--- config.mk ---
export PLATFORM = sky130hd
export DESIGN_NAME = dual_mode_timer
export DESIGN_NICKNAME = d
export VERILOG_FILES = /design/src/rtl/dmt_pkg.sv /design/src/rtl/dmt_ctrl.sv /design/src/rtl/dmt_datapath.sv /design/src/rtl/dual_mode_timer.sv
export SDC_FILE = /design/constraint.sdc
export NUM_CORES = 1
export LEC_CHECK = 0
export BUFFER_PORTS_ARGS = -buffer_cell sky130_fd_sc_hd__buf_4
export CAP_MARGIN = 5
export CORE_MARGIN = 5
export CORE_UTILIZATION = 57
export DETAILED_ROUTE_END_ITERATION = 10
export PLACE_DENSITY_LB_ADDON = 0.12
export SKIP_CTS_REPAIR_TIMING = 1
export SYNTH_ARGS = -nofsm -noshare
export SYNTH_HDL_FRONTEND = slang
export SYNTH_HIERARCHICAL = 1
export SYNTH_SLANG_ARGS = --single-unit
--- constraint.sdc ---
create_clock -name clk -period 2.8 [get_ports clk]
set_clock_uncertainty 0.05 [all_clocks]
set_input_delay 0.14 -clock clk [delete_from_list [all_inputs] [get_ports clk]]
set_output_delay 0.14 -clock clk [all_outputs]
set_load 0.005 [all_outputs]
--- src/rtl/dmt_pkg.sv ---
package dmt_pkg;

  localparam int REG_W = 8;

  // Control register bit positions (software-visible layout)
  localparam int B_MODE  = 7;
  localparam int B_SPARE = 6;
  localparam int B_SELHI = 5;
  localparam int B_SELLO = 4;
  localparam int B_RUN   = 3;
  localparam int B_FLAG  = 2;
  localparam int B_OE    = 1;
  localparam int B_IE    = 0;

  typedef enum logic [1:0] {
    SRC_DIV_A = 2'd0,
    SRC_DIV_B = 2'd1,
    SRC_DIV_C = 2'd2,
    SRC_EXT   = 2'd3
  } tickSrc_t;

  // control -> datapath
  typedef struct packed {
    logic     run;
    logic     pwmMode;
    tickSrc_t clkSel;
  } dpCfg_t;

  // datapath -> control
  typedef struct packed {
    logic matchHit;
  } dpEvt_t;

endpackage

--- src/rtl/dmt_ctrl.sv ---
module dmt_ctrl
  import dmt_pkg::*;
#(
  parameter int CNT_W = 8
) (
  input  logic               clk,
  input  logic               rst_n,
  input  logic               busWrEn,
  input  logic               busAddr,
  input  logic [REG_W-1:0]   busWrData,
  output logic [REG_W-1:0]   busRdData,
  input  dpEvt_t             evt,
  output dpCfg_t             cfg,
  output logic [CNT_W-1:0]   cmpVal,
  output logic               oeSel,
  output logic               irqOut
);

  logic     modeR, runR, flagR, oeR, ieR;
  tickSrc_t clkSelR;
  logic [CNT_W-1:0] cmpR;
  logic wrCtrl, wrCmp;
  logic [REG_W-1:0] ctrlView;

  assign wrCtrl = busWrEn && (busAddr == 1'b0);
  assign wrCmp  = busWrEn && (busAddr == 1'b1);

  always_ff @(posedge clk or negedge rst_n) begin
    if (!rst_n) begin
      modeR   <= 1'b0;
      runR    <= 1'b0;
      oeR     <= 1'b0;
      ieR     <= 1'b0;
      clkSelR <= SRC_DIV_A;
    end else if (wrCtrl) begin
      runR <= busWrData[B_RUN];
      oeR  <= busWrData[B_OE];
      ieR  <= busWrData[B_IE];
      if (!runR)
        clkSelR <= tickSrc_t'(busWrData[B_SELHI:B_SELLO]);
      if (!runR && !ieR && !flagR)
        modeR <= busWrData[B_MODE];
    end
  end

  always_ff @(posedge clk or negedge rst_n) begin
    if (!rst_n)
      flagR <= 1'b0;
    else if (evt.matchHit)
      flagR <= 1'b1;
    else if (wrCtrl && !busWrData[B_FLAG])
      flagR <= 1'b0;
  end

  always_ff @(posedge clk or negedge rst_n) begin
    if (!rst_n)
      cmpR <= '0;
    else if (wrCmp)
      cmpR <= busWrData[CNT_W-1:0];
  end

  always_comb begin
    ctrlView          = '0;
    ctrlView[B_MODE]  = modeR;
    ctrlView[B_SELHI:B_SELLO] = clkSelR;
    ctrlView[B_RUN]   = runR;
    ctrlView[B_FLAG]  = flagR;
    ctrlView[B_OE]    = oeR;
    ctrlView[B_IE]    = ieR;
  end

  assign busRdData   = busAddr ? REG_W'(cmpR) : ctrlView;
  assign cfg.run     = runR;
  assign cfg.pwmMode = modeR;
  assign cfg.clkSel  = clkSelR;
  assign cmpVal      = cmpR;
  assign oeSel       = oeR;
  assign irqOut      = flagR & ieR;

  AST_SPARE_IGNORED: assert property (@(posedge clk) disable iff (!rst_n)
    (wrCtrl && !busAddr && busWrData[B_SPARE]) |=> (busAddr || !busRdData[B_SPARE]));
  AST_CLKSEL_LOCK: assert property (@(posedge clk) disable iff (!rst_n)
    $past(runR) |-> (clkSelR == $past(clkSelR)));
  AST_MODE_LOCK: assert property (@(posedge clk) disable iff (!rst_n)
    $past(runR || ieR || flagR) |-> (modeR == $past(modeR)));
  AST_FLAG_W1_KEEPS: assert property (@(posedge clk) disable iff (!rst_n)
    ($past(flagR) && !$past(wrCtrl && !busWrData[B_FLAG])) |-> flagR);
  AST_FLAG_QUIET_PWM: assert property (@(posedge clk) disable iff (!rst_n)
    (modeR && !flagR) |=> !flagR);

endmodule

--- src/rtl/dmt_datapath.sv ---
module dmt_datapath
  import dmt_pkg::*;
#(
  parameter int CNT_W = 8,
  parameter int DIV_A = 2,
  parameter int DIV_B = 8,
  parameter int DIV_C = 32
) (
  input  logic             clk,
  input  logic             rst_n,
  input  dpCfg_t           cfg,
  input  logic [CNT_W-1:0] cmpVal,
  input  logic             extTick,
  output dpEvt_t           evt,
  output logic             waveOut
);

  localparam int DIV_MAX = (DIV_A > DIV_B) ? ((DIV_A > DIV_C) ? DIV_A : DIV_C)
                                           : ((DIV_B > DIV_C) ? DIV_B : DIV_C);
  localparam int DIV_W   = $clog2(DIV_MAX) + 1;
  localparam int NUM_INT = 3;

  logic [DIV_W-1:0] divCnt;
  logic [DIV_W-1:0] divLim [NUM_INT];
  logic [DIV_W-1:0] selLim;
  logic intTick, tick, match, squareR;
  logic [CNT_W-1:0] cnt;

  genvar g;
  generate
    for (g = 0; g < NUM_INT; g++) begin : gLim
      localparam int DV = (g == 0) ? DIV_A : ((g == 1) ? DIV_B : DIV_C);
      assign divLim[g] = DIV_W'(DV - 1);
    end
  endgenerate

  always_comb begin
    case (cfg.clkSel)
      SRC_DIV_A: selLim = divLim[0];
      SRC_DIV_B: selLim = divLim[1];
      default:   selLim = divLim[2];
    endcase
  end

  assign intTick = (divCnt == selLim);
  assign tick    = cfg.run && ((cfg.clkSel == SRC_EXT) ? extTick : intTick);
  assign match   = tick && !cfg.pwmMode && (cnt == cmpVal);

  always_ff @(posedge clk or negedge rst_n) begin
    if (!rst_n)
      divCnt <= '0;
    else if (!cfg.run || intTick)
      divCnt <= '0;
    else
      divCnt <= divCnt + 1'b1;
  end

  always_ff @(posedge clk or negedge rst_n) begin
    if (!rst_n)
      cnt <= '0;
    else if (!cfg.run)
      cnt <= '0;
    else if (tick)
      cnt <= match ? '0 : cnt + 1'b1;
  end

  always_ff @(posedge clk or negedge rst_n) begin
    if (!rst_n)
      squareR <= 1'b0;
    else if (!cfg.run)
      squareR <= 1'b0;
    else if (match)
      squareR <= ~squareR;
  end

  assign evt.matchHit = match;
  assign waveOut      = cfg.pwmMode ? (cnt < cmpVal) : squareR;

  AST_STOP_CLEARS: assert property (@(posedge clk) disable iff (!rst_n)
    !cfg.run |=> (cnt == '0 && !squareR));
  AST_HOLD_NO_TICK: assert property (@(posedge clk) disable iff (!rst_n)
    ($past(cfg.run) && !$past(tick)) |-> (cnt == $past(cnt)));
  AST_TOGGLE_ON_MATCH: assert property (@(posedge clk) disable iff (!rst_n)
    evt.matchHit |=> (squareR != $past(squareR)));
  AST_PWM_ZERO_LOW: assert property (@(posedge clk) disable iff (!rst_n)
    (cfg.pwmMode && cmpVal == '0) |-> !waveOut);

endmodule

--- src/rtl/dual_mode_timer.sv ---
module dual_mode_timer
  import dmt_pkg::*;
#(
  parameter int CNT_W = 8,
  parameter int DIV_A = 2,
  parameter int DIV_B = 8,
  parameter int DIV_C = 32
) (
  input  logic             clk,
  input  logic             rst_n,
  input  logic             busWrEn,
  input  logic             busAddr,
  input  logic [REG_W-1:0] busWrData,
  output logic [REG_W-1:0] busRdData,
  input  logic             extTick,
  input  logic             portValue,
  output logic             pinOut,
  output logic             irqOut
);

  dpCfg_t cfg;
  dpEvt_t evt;
  logic [CNT_W-1:0] cmpVal;
  logic oeSel, waveOut;

  dmt_ctrl #(.CNT_W(CNT_W)) u_ctrl (
    .clk(clk), .rst_n(rst_n),
    .busWrEn(busWrEn), .busAddr(busAddr),
    .busWrData(busWrData), .busRdData(busRdData),
    .evt(evt), .cfg(cfg), .cmpVal(cmpVal),
    .oeSel(oeSel), .irqOut(irqOut)
  );

  dmt_datapath #(.CNT_W(CNT_W), .DIV_A(DIV_A), .DIV_B(DIV_B), .DIV_C(DIV_C)) u_dp (
    .clk(clk), .rst_n(rst_n),
    .cfg(cfg), .cmpVal(cmpVal), .extTick(extTick),
    .evt(evt), .waveOut(waveOut)
  );

  assign pinOut = oeSel ? waveOut : portValue;

  AST_PIN_PORT: assert property (@(posedge clk) disable iff (!rst_n)
    !oeSel |-> (pinOut == portValue));
  AST_IRQ_NEEDS_FLAG: assert property (@(posedge clk) disable iff (!rst_n)
    (cfg.pwmMode && $past(cfg.pwmMode) && !$past(irqOut)) |-> !irqOut || $past(busWrEn));

endmodule

; Word-level counts from Yosys, hierarchy flattened
; Cells that the tools add are included.
[word_totals]
romBits = 0
mem_bits_rw = 0
out_inout_bits = 10
memories = 0
latch_bits = 0
ff_bits = 30
[classes]
n_mux = 13
reduce_logical = 18
n_bitwise = 4
eq_ne = 6
n_mul = 0
n_shift = 0
div_mod_pow = 0
addsub = 2
magnitude_cmp = 1
[ops]
columns = op, n
row1 = 8-bit two-way mux, 4
row2 = 5-bit case mux with 2 select lines, 1
row3 = "8-bit by 1-bit adder with 8-bit output, second input constant", 1
row4 = 8-bit == test, 1
row5 = 1-bit logical AND, 8
row6 = 8-bit < comparator, 1
row7 = 1-bit two-way mux, 7
row8 = "6-bit by 1-bit adder with 6-bit output, second input constant", 1
row9 = 6-bit by 5-bit == test with 1-bit output, 1
row10 = 6-bit two-way mux, 1
row11 = 1-bit zero test, 5
row12 = "2-bit by 1-bit != test with 1-bit output, second input constant", 2
row13 = 2-bit AND reduction, 2
row14 = 1-bit inverter, 3
row15 = "2-bit by 1-bit == test with 1-bit output, second input constant", 1
row16 = "2-bit == test, second input constant", 1
row17 = 2-bit zero test, 1
row18 = 2-bit nonzero test, 1
row19 = 1-bit AND, 1
row20 = 1-bit logical OR, 1

; Depth between registers and ports, before layout
; Gate-level depths: netlist of the first run.
[logic_depth]
ltp_word = 10
ltp_mapped = 8
ltp_nobuf = 8

; By module
; The synthesis of the first run kept the hierarchy.
[by_module_without_submodules]
columns = module, cells_each, instances, area_per_inst_um2
row1 = dmt_datapath, 118, 1, 1083.5
row2 = dmt_ctrl, 54, 1, 695.7
row3 = dual_mode_timer, 1, 1, 15.0

; Worst setup path after synthesis of the first run
; No wires, ideal clock.
[synth_timing]
kind = reg2reg
from = register u_dp.cnt[3]
to = register u_dp.cnt[3]
n_path_buf = 0
arrival_ns = 1.885
setup_slack_ns = 0.739
path_stages_with_launch = 6
setup_time_ns = 0.126
cell_sequence = dfrtp_1 ha_1 nand2_1 o41ai_1 nor3_1 a221o_1
[synth_between]
elab_chain_cells = 5
[synth_lines]
columns = element, line_no
row1 = from (decl), dmt_datapath.sv:27  ; logic [CNT_W-1:0] cnt;
row2 = from (signal assigned), dmt_datapath.sv:64  ; cnt <= match ? '0 : cnt + 1'b1;
row3 = branches (longest 2 deep; another with 8-bit by 1-bit adder with 8-bit output), --
row4 = 8-bit two-way mux *, dmt_datapath.sv:64
row5 = 8-bit two-way mux *, dmt_datapath.sv:63  ; else if (tick)
row6 = 8-bit two-way mux *, dmt_datapath.sv:61  ; else if (!cfg.run)
; Every way passes the cells marked *. The select of a mux whose other input is x is not followed.
; A chain may end at the register's enable or synchronous reset.

; Worst setup path after layout of the first run
[layout_timing]
from = register u_dp.cnt[3]
to = output port pinOut
[layout_between]
elab_chain_cells = 3
[layout_lines]
columns = element, line_no
row1 = 8-bit < comparator, dmt_datapath.sv:77  ; assign waveOut = cfg.pwmMode ? (cnt < cmpVal) : squareR;
row2 = 1-bit two-way mux, dmt_datapath.sv:77
row3 = net waveOut, dual_mode_timer.sv:24  ; logic oeSel, waveOut;
row4 = 1-bit two-way mux, dual_mode_timer.sv:40  ; assign pinOut = oeSel ? waveOut : portValue;
row5 = to (decl), dual_mode_timer.sv:17  ; output logic pinOut,
; The timed path passes the listed nets, and every way through them passes these cells.

==> flow_metrics.env, run 1 <==
export IMPL_max_vdd_ir_drop_v=0.000452
export IMPL_ys_types=38
export IMPL_die_h_um=66.1
export IMPL_yosysSeqAreaShare_pct=41.8
export IMPL_htreeDepth=2
export IMPL_synthCells=173
export IMPL_hold_path_end="u_ctrl/oeSel$_DFFE_PN0P_"
export IMPL_worstPathMaxFanout=7
export IMPL_max_slew_worst_pin_slew_ns=0.363
export IMPL_power_total_mw=1.10
export IMPL_grt_pass1_vias=1465
export IMPL_power_switching_mw=0.339
export IMPL_slew_violations=0
export IMPL_synth_nets=197
export IMPL_nets=234
export IMPL_synth_common_cells="dfrtp_1, mux2_2, nand2_1, nand3_1"
export IMPL_hold_depth=4
export IMPL_wl_um=3660
export IMPL_postSynthAreaPerCell_um2=10.4
export IMPL_postPlaceCellArea_um2=2010
export IMPL_combPwrFrac_pct=27.6
export IMPL_hp_start="busWrEn"
export IMPL_routed_wl_met2_um=1830
export IMPL_met1_length_um=1610
export IMPL_dp_hpwl_um=2700
export IMPL_fin_area_um2=2160
export IMPL_min_period_ns=2.49
export IMPL_fin_crit_sh_pct=89.0
export IMPL_clk_pin_slew_worst_paths_ns=0.10
export IMPL_crit_type="flip-flop to output port"
export IMPL_wl_per_cell_um=14.4
export IMPL_post_drt_via_cell_ratio=5.59
export IMPL_endpoint_kind="output port"
export IMPL_drive_gt1_share_pct=31.8
export IMPL_clkSinkCount=30
export IMPL_drt_initial_drc_count=47
export IMPL_hold_class="input pin to flip-flop"
export IMPL_cellPowerDensity_nw_per_um2=508
export IMPL_swShare_pct=30.9
export IMPL_worst_setup_path_start_kind="flip-flop"
export IMPL_cts_root_buf="clkbuf_4"
export IMPL_route_detailed_drc=0
export IMPL_p_int_mw=0.757
export IMPL_cts_buffers=5
export IMPL_worstPathArrival_ns=2.30
export IMPL_maxSlewHeadroom_pct=75.5
export IMPL_antenna_cells=0
export IMPL_maxCapViolations=0
export IMPL_yosys_area_top_type_share_pct=41.8
export IMPL_grt_ovfl_total=0
export IMPL_synth_top_area_cell="dfrtp_1"
export IMPL_synth_edf_count=0
export IMPL_required_ns=2.61
export IMPL_detail_route_antenna_nets=0
export IMPL_synth_seq_cells=30
export IMPL_cellLeakagePower_nw=1.01
export IMPL_placed_cells=238
export IMPL_worstRegToRegCells=5
export IMPL_grt_pass1_wl_um=6440
export IMPL_dr_pass1_iters=4
export IMPL_ios=24
export IMPL_die_w_um=66.1
export IMPL_yosysWarningCount=6
export IMPL_synth_area_top_cells="dfrtp_1, mux2_2, ha_1"
export IMPL_topRoutingLayerUsed="met4"
export IMPL_port_buffers=23
export IMPL_r2r_end="u_dp/cnt[3]$_DFFE_PN0P_"
export IMPL_rows=20
export IMPL_syn_cell_area_um2=1790
export IMPL_tns_ns=0
export IMPL_setup_violations=0
export IMPL_hold_viol=0
export IMPL_gp_congestion=0.844
export IMPL_core_um2=3030
export IMPL_status="completed"
export IMPL_r2r_setup_slack_ns=0.66
export IMPL_clkPwrFrac_pct=24.9
export IMPL_vias=1426
export IMPL_design_die_area_um2=4370
export IMPL_rr_startpoint="u_ctrl/clkSelR[0]$_DFFE_PN0P_"
export IMPL_p_seq_share_pct=47.5
export IMPL_synth_most_common_cell="dfrtp_1"
export IMPL_fin_cells=255
export IMPL_grt_usage_pct=19.2
export IMPL_worstSkewPairLatency_ns=0.33
export IMPL_cts_buffer_depth=2
export IMPL_syn2layout_area_growth_pct=20.4
export IMPL_synthArstFlopShare_pct=100
export IMPL_grt_max_degree=31
export IMPL_antenna_found_initial=0
export IMPL_cts_tree="done"
export IMPL_fmax_mhz=401
export IMPL_synth_ff_type="dfrtp_1"
export IMPL_start_util_pct=59.3
export IMPL_dr_wl_met3_um=138
export IMPL_grt_setup_unrepaired="no"
[sequential cells by signal, summed over array words and instances, names as in the netlist]
register	cells
u_ctrl/modeR	1
u_dp/cnt	8
u_ctrl/cmpVal	8
u_ctrl/runR	1
u_dp/squareR	1
u_ctrl/ieR	1
u_ctrl/oeSel	1
u_dp/divCnt	6
u_ctrl/flagR	1
u_ctrl/clkSelR	2
[per-layer routing]
layer	vias to the layer above	GRT usage [%]
met5	-	0
met4	0	9.64
met3	9	4.08
met2	30	31.5
met1	688	23.8
li1	699	-
[stage by stage]
step / hold WS [ns] / utilization, % / setup slack (ns)
after CTS: -0.339 / 68.4 / 0.291
final: 0.128 / 71.4 / 0.308
after global placement: 0.0330 / 66.3 / 0.726
after detailed placement: 0.0360 / 66.3 / 0.675
after global routing: 0.132 / 71.4 / 0.0945
after floorplan: -0.206 / - / 0.739
[placed cells by master (no fill, tap or decap), drive strengths merged, types with 2 or more instances in the layout]
cell type    count
a21oi            4
a221o            6
and2             2
and3             8
buf             24
clkbuf           6
dfrtp           30
dlygate4sd3      9
ha              10
inv             10
mux2            20
nand2           18
nand2b           2
nand3           11
nand4b           2
nor2            10
nor2b            4
nor3             8
o21ai            7
or3              3
xnor2            2
xor2             2
[cell type report]
class / instances / area (um^2)
Tap cell: 44 / 55.1
Sequential cell: 30 / 751
Multi-Input combinational cell: 130 / 983
Timing Repair Buffer: 33 / 270
Fill cell: 237 / 867
Clock inverter: 2 / 12.5
Inverter: 10 / 37.5
Clock buffer: 6 / 51.3
[critical path, stage by stage, from the launching register on]
cell and delay, ns:
dfrtp_1 0.45, ha_1 0.35, nand2_1 0.09, o21bai_1 0.16, a21boi_0 0.14, o21ai_0 0.09
a221o_1 0.29, mux2_4 0.25, buf_4 0.13
[how the worst max path moves through the flow]
stage / startpoint / end / slack, ns / cells after the start
after global placement: u_dp/cnt[3]$_DFFE_PN0P_ / pinOut / 0.73 / 8
final: u_dp/cnt[3]$_DFFE_PN0P_ / pinOut / 0.31 / 8
after CTS: u_dp/cnt[3]$_DFFE_PN0P_ / pinOut / 0.29 / 8
after floorplan: u_dp/cnt[3]$_DFFE_PN0P_ / u_dp/cnt[3]$_DFFE_PN0P_ / 0.74 / 5
after global routing: u_dp/cnt[3]$_DFFE_PN0P_ / pinOut / 0.09 / 8
after detailed placement: u_dp/cnt[3]$_DFFE_PN0P_ / pinOut / 0.67 / 8
[kinds of logic after synthesis]
group,after synthesis,share of synthesized area [%]
buffers and inverters,13,3.35
xor gates and xnor gates,4,1.95
AOI/OAI and AO/OA,25,11.9
muxes,20,12.8
and+or+nand+nor,71,21.3
DFF,30,41.8
adders and majority gates,10,6.97
[power groups by stage]
stage	logic, mW	registers (mW)	clock network, mW
CTS	0.293	0.521	0.287
global placement	0.283	0.527	0
detailed placement	0.290	0.530	0
finish	0.302	0.521	0.273
global route	0.338	0.529	0.311
floorplan	0.208	0.513	0
(Power assumes the default switching activity.)
==> inputs of run 2 (changes only) <==
--- a/config.mk
+++ b/config.mk
@@ -9,6 +9,7 @@
 export CAP_MARGIN = 5
 export CORE_MARGIN = 5
 export CORE_UTILIZATION = 57
+export CTS_BUF_LIST = sky130_fd_sc_hd__clkbuf_16
 export DETAILED_ROUTE_END_ITERATION = 10
 export PLACE_DENSITY_LB_ADDON = 0.12
 export SKIP_CTS_REPAIR_TIMING = 1
==> run 2 against run 1 <==
  * Non-clock buffer count shrank 8
  * Worst setup slack improved by 0.063 ns
  * Worst hold slack got worse by 0.11 ns
  * Largest power group unchanged
  * Highest routed layer unchanged
  * Global-route usage increased by 1.1 points
  * Die area unchanged
  * Critical path type unchanged
  * Clock power is 86% higher
  * First-iteration DRC count is 51% higher
  * Sequential power increased by 0.8%
  * Via count shrank 3.3%
  * Largest cell class unchanged
  * Critical path depth stayed put
  * Combinational power shrank 3%
  * Cell count is 3.1% lower
==> flow_metrics.env, run 2 (synthesis results as in run 1) <==
export IMPL_met1_length_um=1690
export IMPL_grt_usage_pct=20.3
export IMPL_cts_buffer_depth=2
export IMPL_grt_pass1_vias=1481
export IMPL_die_w_um=66.1
export IMPL_wl_per_cell_um=15.0
export IMPL_max_slew_worst_pin_slew_ns=0.382
export IMPL_nets=226
export IMPL_worstSkewPairLatency_ns=0.28
export IMPL_clkSinkCount=30
export IMPL_p_int_mw=0.955
export IMPL_antenna_found_initial=0
export IMPL_drt_initial_drc_count=71
export IMPL_worst_setup_path_start_kind="flip-flop"
export IMPL_ios=24
export IMPL_worstPathArrival_ns=2.24
export IMPL_start_util_pct=59.3
export IMPL_maxSlewHeadroom_pct=74.5
export IMPL_hold_class="input pin to flip-flop"
export IMPL_htreeDepth=2
export IMPL_fmax_mhz=412
export IMPL_power_switching_mw=0.372
export IMPL_route_detailed_drc=0
export IMPL_tns_ns=0
export IMPL_endpoint_kind="output port"
export IMPL_cellLeakagePower_nw=1.01
export IMPL_max_vdd_ir_drop_v=0.000487
export IMPL_grt_pass1_wl_um=6700
export IMPL_dr_wl_met3_um=153
export IMPL_combPwrFrac_pct=22.1
export IMPL_antenna_cells=0
export IMPL_die_h_um=66.1
export IMPL_dr_pass1_iters=4
export IMPL_slew_violations=0
export IMPL_vias=1379
export IMPL_post_drt_via_cell_ratio=5.58
export IMPL_topRoutingLayerUsed="met4"
export IMPL_grt_max_degree=31
export IMPL_cts_tree="done"
export IMPL_wl_um=3710
export IMPL_crit_type="flip-flop to output port"
export IMPL_routed_wl_met2_um=1820
export IMPL_gp_congestion=0.844
export IMPL_status="completed"
export IMPL_cts_root_buf="clkbuf_16"
export IMPL_drive_gt1_share_pct=32.5
export IMPL_p_seq_share_pct=39.5
export IMPL_final_common_cell="dfrtp_1"
export IMPL_syn2layout_area_growth_pct=20.3
export IMPL_setup_violations=0
export IMPL_grt_ovfl_total=0
export IMPL_clkPwrFrac_pct=38.3
export IMPL_maxCapViolations=0
export IMPL_clk_pin_slew_worst_paths_ns=0.05
export IMPL_hold_viol=0
export IMPL_final_cell_mix="dfrtp_1, buf_4, mux2_2"
export IMPL_cts_buffers=5
export IMPL_power_total_mw=1.33
export IMPL_required_ns=2.61
export IMPL_swShare_pct=28.0
export IMPL_detail_route_antenna_nets=0
export IMPL_rows=20
export IMPL_core_um2=3030
export IMPL_dp_hpwl_um=2700
export IMPL_cellPowerDensity_nw_per_um2=615
export IMPL_design_die_area_um2=4370
export IMPL_worstPathMaxFanout=7
export IMPL_port_buffers=23
export IMPL_min_period_ns=2.43
export IMPL_fin_crit_sh_pct=86.7
export IMPL_grt_setup_unrepaired="no"
-- run 2: worst paths after layout --
check	from	end	slack [ns]	cells past startpoint
min in group asynchronous	rst_n	u_ctrl/modeR$_DFFE_PN0P_	0.28	2
worst max register to register	u_ctrl/clkSelR[0]$_DFFE_PN0P_	u_dp/cnt[3]$_DFFE_PN0P_	0.67	5
worst min-delay path	busWrData[0]	u_ctrl/ieR$_DFFE_PN0P_	0.02	3
worst max-delay path	u_dp/cnt[3]$_DFFE_PN0P_	pinOut	0.37	8
max in group asynchronous	rst_n	u_ctrl/cmpVal[4]$_DFFE_PN0P_	2.14	2
worst min register to register	u_dp/divCnt[0]$_DFF_PN0_	u_dp/divCnt[0]$_DFF_PN0_	0.45	1
-- run 2: per-stage QoR --
stage	cells	util (%)	hold slack (ns)	setup slack [ns]	instance area, um^2
finish	247	71.3	0.0208	0.371	2160
global route	247	71.3	0.0189	0.179	2160
CTS	246	71.0	-0.258	0.374	2150
detailed placement	238	66.3	0.0360	0.675	2010
global placement	238	66.3	0.0330	0.726	2010
floorplan	173	-	-0.206	0.739	1790
-- run 2: power by group through the flow --
stage / combinational (mW) / sequential (mW) / clock, mW
floorplan: 0.208 / 0.513 / 0
global placement: 0.283 / 0.527 / 0
detailed placement: 0.290 / 0.530 / 0
CTS: 0.294 / 0.524 / 0.521
global route: 0.329 / 0.531 / 0.548
finish: 0.294 / 0.525 / 0.509
-- run 2: critical path, cell delays in order (launching register included) --
cell and delay (ns):
dfrtp_1 0.43, ha_1 0.35, nand2_1 0.09, o21bai_1 0.16
a21boi_0 0.15, o21ai_0 0.10, a221o_1 0.29, mux2_4 0.25
buf_4 0.13
-- run 2: routing by layer --
metal	track usage, %	vias to the layer above
li1	-	689
met1	25.1	662
met2	32.6	23
met3	6.63	5
met4	7.87	0
met5	0	-
-- run 2: area by class of cell --
type,instances,area (um^2)
Inverter,10,37.5
Tap cell,44,55.1
Clock inverter,3,16.3
Multi-Input combinational cell,130,983
Clock buffer,5,125
Fill cell,235,870
Timing Repair Buffer,25,190
Sequential cell,30,751
